<file path="src/rtl/lsup_pkg.sv">
package lsup_pkg;

    typedef enum logic [1:0] {
        ST_HOLD = 2'd0,
        ST_INIT = 2'd1,
        ST_NEG  = 2'd2,
        ST_LINK = 2'd3
    } lsup_state_t;

    typedef struct packed {
        logic lost;
        logic byp;
    } lsup_flags_t;

    // counter width able to hold values 0..limit
    function automatic int lsup_cnt_w(input int limit);
        return (limit < 2) ? 1 : $clog2(limit + 1);
    endfunction

    // next-state rule; hold has priority over every timer or flag
    function automatic lsup_state_t lsup_next(
        input lsup_state_t cur,
        input logic        hold,
        input logic        init_done,
        input logic        neg_done,
        input logic        byp_done,
        input logic        idle_done
    );
        lsup_state_t n;
        n = cur;
        if (hold) begin
            n = ST_HOLD;
        end else begin
            case (cur)
                ST_HOLD: n = ST_INIT;
                ST_INIT: if (init_done) n = ST_NEG;
                ST_NEG:  if (neg_done || byp_done) n = ST_LINK;
                ST_LINK: if (idle_done) n = ST_NEG;
                default: n = ST_HOLD;
            endcase
        end
        return n;
    endfunction

endpackage

</file>
<file path="src/rtl/lsup_sync.sv">
module lsup_sync #(
    parameter int   STAGES  = 2,
    parameter logic RST_VAL = 1'b1
) (
    input  logic clk,
    input  logic rst,
    input  logic d,
    output logic q
);
    logic [STAGES-1:0] chain;

    always_ff @(posedge clk) begin
        if (rst) begin
            chain <= {STAGES{RST_VAL}};
        end else begin
            chain <= {chain[STAGES-2:0], d};
        end
    end

    assign q = chain[STAGES-1];
endmodule

</file>
<file path="src/rtl/lsup_timer.sv">
module lsup_timer
    import lsup_pkg::*;
#(
    parameter int LIMIT = 16
) (
    input  logic clk,
    input  logic rst,
    input  logic clr,
    input  logic run,
    output logic done
);
    localparam int W = lsup_cnt_w(LIMIT);
    localparam logic [W-1:0] LAST = W'(LIMIT - 1);

    logic [W-1:0] cnt;

    always_ff @(posedge clk) begin
        if (rst || clr) begin
            cnt <= '0;
        end else if (run && (cnt != LAST)) begin
            cnt <= cnt + W'(1);
        end
    end

    assign done = run && !clr && (cnt == LAST);
endmodule

</file>
<file path="src/rtl/link_supervisor.sv">
module link_supervisor
    import lsup_pkg::*;
#(
    parameter int SYNC_STAGES = 2,
    parameter int INIT_CYC    = 30000000,
    parameter int IDLE_CYC    = 100000,
    parameter int BYPASS_CYC  = 20000000
) (
    input  logic clk,
    input  logic rst,
    input  logic dis_pin_i,
    input  logic pwr_good_i,
    input  logic idle_seen_i,
    input  logic neg_done_i,
    input  logic bypass_en_i,
    output logic core_rst_o,
    output logic an_start_o,
    output logic link_up_o,
    output logic lock_lost_o,
    output logic bypass_stat_o
);
    lsup_state_t state, nxt;
    lsup_flags_t flags;
    logic        pin_s;
    logic        hold;
    logic        init_done, byp_done, idle_done;
    logic        an_q;

    // pin is asynchronous; resets to the "held" level, as if open
    lsup_sync #(.STAGES(SYNC_STAGES), .RST_VAL(1'b1)) u_pin_sync (
        .clk (clk),
        .rst (rst),
        .d   (dis_pin_i),
        .q   (pin_s)
    );

    lsup_timer #(.LIMIT(INIT_CYC)) u_init_tmr (
        .clk  (clk),
        .rst  (rst),
        .clr  (state != ST_INIT),
        .run  (1'b1),
        .done (init_done)
    );

    lsup_timer #(.LIMIT(BYPASS_CYC)) u_byp_tmr (
        .clk  (clk),
        .rst  (rst),
        .clr  (state != ST_NEG),
        .run  (bypass_en_i),
        .done (byp_done)
    );

    lsup_timer #(.LIMIT(IDLE_CYC)) u_idle_tmr (
        .clk  (clk),
        .rst  (rst),
        .clr  ((state != ST_LINK) || idle_seen_i),
        .run  (1'b1),
        .done (idle_done)
    );

    assign hold = pin_s || !pwr_good_i;

    always_comb begin
        nxt = lsup_next(state, hold, init_done, neg_done_i, byp_done, idle_done);
    end

    always_ff @(posedge clk) begin
        if (rst) begin
            state <= ST_HOLD;
            an_q  <= 1'b0;
            flags <= '0;
        end else begin
            state <= nxt;
            an_q  <= (nxt == ST_NEG) && (state != ST_NEG);
            if (nxt == ST_HOLD) begin
                flags <= '0;
            end else if ((state == ST_LINK) && (nxt == ST_NEG)) begin
                flags.lost <= 1'b1;
            end else if ((state == ST_NEG) && (nxt == ST_LINK)) begin
                flags.lost <= 1'b0;
                flags.byp  <= !neg_done_i;
            end
        end
    end

    assign core_rst_o    = (state == ST_HOLD);
    assign link_up_o     = (state == ST_LINK);
    assign an_start_o    = an_q;
    assign lock_lost_o   = flags.lost;
    assign bypass_stat_o = flags.byp;
endmodule

</file>
<file path="config.mk">
export PLATFORM = sky130hd
export DESIGN_NAME = link_supervisor
export DESIGN_NICKNAME = d
export VERILOG_FILES = /design/src/rtl/lsup_pkg.sv /design/src/rtl/lsup_sync.sv /design/src/rtl/lsup_timer.sv /design/src/rtl/link_supervisor.sv
export SDC_FILE = /design/constraint.sdc
export NUM_CORES = 1
export LEC_CHECK = 0
export ABC_AREA = 1
export BUFFER_PORTS_ARGS = -buffer_cell sky130_fd_sc_hd__clkbuf_2
export CORE_ASPECT_RATIO = 1.25
export CORE_MARGIN = 2
export CORE_UTILIZATION = 35
export DETAILED_ROUTE_END_ITERATION = 16
export SYNTH_ARGS = -nofsm -noshare
export SYNTH_HDL_FRONTEND = slang
export SYNTH_HIERARCHICAL = 1
export SYNTH_SLANG_ARGS = --single-unit
</file>
<file path="constraint.sdc">
create_clock -name clk -period 2.1 [get_ports clk]
set_input_delay 0.105 -clock clk [delete_from_list [all_inputs] [get_ports clk]]
set_output_delay 0.105 -clock clk [all_outputs]
set_load 0.03 [all_outputs]
</file>
==> results.sh <==
export IMPL_grt_first_pass_wirelength_um=18100
export IMPL_grt_pass1_vias=3831
export IMPL_crit_cells=14
export IMPL_cts_clk_slew_worst_paths_ns=0.06
export IMPL_die_area_mm2=0.0140
export IMPL_powerDensity_mw_per_mm2=607
export IMPL_cts_made_buffers=9
export IMPL_cp_top_family="simple AND/OR/NAND/NOR gates"
export IMPL_maxCapViolations=0
export IMPL_hold_viol=0
export IMPL_crit_fanout=5
export IMPL_fp_row_count=46
export IMPL_clock_sinks=74
export IMPL_rsz0062_at_grt="no"
export IMPL_synth_distinct_cells=38
export IMPL_final_area_mm2=0.00517
export IMPL_hold_slack_ns=0.0698
export IMPL_die_w_um=106
export IMPL_start_util_pct=35.9
export IMPL_drv_slew=0
export IMPL_cp_required_ns=2.34
export IMPL_pre_cts_ws_ns=0.177
export IMPL_via_per_inst=4.65
export IMPL_dp_hpwl_um=7870
export IMPL_fmax_mhz=545
export IMPL_setup_violations=0
export IMPL_cp_arrival_ns=2.07
export IMPL_io_buffers=11
export IMPL_synth_seq_area_share_pct=32.4
export IMPL_cts_buffer_depth=2
export IMPL_place_area_mm2=0.00483
export IMPL_syn_instance_count=710
export IMPL_path_common_cell="nand2_1"
export IMPL_peakVddDrop_uv=458
export IMPL_routedWlPerCell_um=11.5
export IMPL_criticalPathCategory="reg2reg"
export IMPL_fin_crit_sh_pct=87.4
export IMPL_dr_first_iter_drc_count=167
export IMPL_antenna_found_initial=0
export IMPL_timing_rr_end="bypass_stat_o$_SDFFE_PP0P_"
export IMPL_reg2reg_from="u_byp_tmr/cnt[0]$_SDFFE_PP0P_"
export IMPL_syn_to_final_growth_pct=13.0
export IMPL_cp_startpoint="u_byp_tmr/cnt[0]$_SDFFE_PP0P_"
export IMPL_cts_tree="built"
export IMPL_nNetsFinal=747
export IMPL_core_area_mm2=0.0127
export IMPL_ys_ff_latch=74
export IMPL_clk_latency_ns=0.34
export IMPL_holdCritPathClass="in2reg"
export IMPL_critPathCaptureType="flop"
export IMPL_clock_root_buffer="clkbuf_16"
export IMPL_wirelength_um=10500
export IMPL_crit_chain="ha_2, nand2_1, nor2_4, nand2_2, inv_2, nand4_1, nor3_2, inv_1, nand2_1, nand2_1, nand3_2, nand2_1, nand2_1, a21oi_2"
export IMPL_syn_area_mm2=0.00457
export IMPL_tns_ns=0
export IMPL_ff2ff_path_depth=14
export IMPL_max_stage_delay_ns=0.36
export IMPL_drive_above_1_share_pct=15.8
export IMPL_leakagePower_nw=1.72
export IMPL_route_antenna_remaining_nets=0
export IMPL_io_pins=12
export IMPL_finalWorstSetupSlack_ns=0.264
export IMPL_critPathBufInv=2
export IMPL_grt_max_degree=23
export IMPL_post_cts_setup_buffers=0
export IMPL_vias=4233
export IMPL_start_kind="flop"
export IMPL_htree_levels=3
export IMPL_crit_end="bypass_stat_o$_SDFFE_PP0P_"
export IMPL_fin_skew_ns=0.00950
export IMPL_yosysWarningCount=6
export IMPL_postSynthAreaPerCell_um2=6.44
export IMPL_post_route_util_pct=40.6
export IMPL_drc_errors=0
export IMPL_status="completed"
export IMPL_drt_pass1_iterations=5
export IMPL_die_h_um=132
export IMPL_track_usage_pct=16.0
export IMPL_critical_path_slowest_cell="dfxtp_2"
export IMPL_fin_crit_ns=1.84
export IMPL_diodes=0
export IMPL_grt_ovfl_total=0
export IMPL_reg2reg_slack_ns=0.26
export IMPL_place_gp_congestion=0.825
## power breakdown
group	internal (W)	switching (W)	leakage (nW)	total (W)
sequential	0.00141	0.00000112	0.597	0.00141
combinational	0.0000158	0.0000426	0.980	0.0000584
clock	0.00104	0.000629	0.145	0.00167
total	0.00246	0.000672	1.72	0.00314
## worst reg2reg max path: stages, from the launching register on
cell	delay, ns
dfxtp_2	0.36
ha_2	0.21
nand2_1	0.09
nor2_4	0.12
nand2_2	0.12
inv_2	0.11
nand4_1	0.13
nor3_2	0.12
inv_1	0.05
nand2_1	0.05
nand2_1	0.06
nand3_2	0.10
nand2_1	0.08
nand2_1	0.08
a21oi_2	0.05
## timing repair
action,4_1_cts,5_1_grt
hold buffers,1,0
endpoints found under the setup margin,0,4
endpoints found under the hold margin,1,0
gates resized for setup,0,5
## synth_stat cells (all sizes together)
library cell,count,area [µm²]
a21boi,1,7.51
a21oi,50,333
a31oi,1,6.26
and3,1,6.26
buf,11,115
clkbuf,3,11.3
clkinv,2,7.51
conb,1,3.75
dfxtp,74,1480
ha,3,37.5
inv,72,270
nand2,224,907
nand3,56,323
nand3b,3,22.5
nand4,17,106
nor2,145,604
nor3,15,90.1
o21a,1,7.51
o21ai,7,35.0
or2,2,12.5
xnor2,8,70.1
xor2,13,114
## layout make-up
| cell class | instances | area, µm² |
|---|---|---|
| Fill cell | 1361 | 7550 |
| Multi-Input combinational cell | 553 | 2710 |
| Sequential cell | 74 | 1480 |
| Inverter | 74 | 278 |
| Clock buffer | 10 | 229 |
| Tap cell | 168 | 210 |
| Timing Repair Buffer | 25 | 163 |
| Clock inverter | 6 | 91.3 |
## routing by layer
layer | track usage (%) | vias up | wire [µm]
li1 | - | 2289 | -
met1 | 20.3 | 1872 | 4950
met2 | 26.1 | 59 | 5070
met3 | 2.92 | 13 | 307
met4 | 7.16 | 0 | 165
met5 | 0 | - | 0
## metrics by stage
stage / power [W] / std cells
detailed placement: 0.00149 / 893
finish: 0.00314 / 910
CTS: 0.00318 / 910
floorplan: 0.00149 / 715
global placement: 0.00149 / 893
global route: 0.00324 / 910
## logic make-up (layout without fill, tap and decap cells)
family          count (synthesis)  count (layout)  share of synthesized area (%)
compound gates                 60              60                           8.51
xor+xnor                       21              21                           4.02
fa+ha+maj                       3               3                          0.821
buf+inv                        88             115                           8.84
flops                          74              74                           32.4
other cells                     1               6                         0.0820
simple gates                  463             463                           45.3
## how the worst min path moves through the flow
stage | from | end | slack (ns) | cells past startpoint
after detailed placement | dis_pin_i | u_pin_sync/chain[0]$_SDFF_PP1_ | 0.28 | 3
after global placement | dis_pin_i | u_pin_sync/chain[0]$_SDFF_PP1_ | 0.28 | 3
final | rst | u_pin_sync/chain[1]$_SDFF_PP1_ | 0.07 | 3
after CTS | rst | u_pin_sync/chain[1]$_SDFF_PP1_ | 0.06 | 3
after floorplan | dis_pin_i | u_pin_sync/chain[0]$_SDFF_PP1_ | 0.19 | 2
after global routing | rst | u_pin_sync/chain[0]$_SDFF_PP1_ | 0.1 | 3
## state kept, by name (all words and copies together), names as in the netlist
name,count
u_init_tmr/cnt,25
u_byp_tmr/cnt,25
u_idle_tmr/cnt,17
lock_lost_o,1
state,2
u_pin_sync/chain,2
bypass_stat_o,1
an_start_o,1
## placed cells by master (no fill, tap or decap), types with 2 or more instances in the layout
cell type,Yosys,final
a21oi_1,28,28
clkinv_1,2,2
bufinv_16,0,2
nand3_2,6,6
conb_1,1,6
nor3_1,12,11
nor2_1,131,131
nand4_1,17,17
nand2_1,205,205
dfxtp_1,74,72
nor2_2,9,9
o21ai_0,7,7
inv_1,65,64
xor2_1,13,13
xnor2_1,8,8
clkbuf_2,0,11
inv_2,7,8
nand3_1,49,49
nor3_2,3,4
nand2_2,17,17
buf_4,2,13
ha_1,3,2
a21oi_2,22,22
clkinvlp_4,0,3
nand3b_1,3,3
nor2_4,5,5
clkbuf_16,0,9
dfxtp_2,0,2
Note: power is estimated with default switching activity, not from simulation.
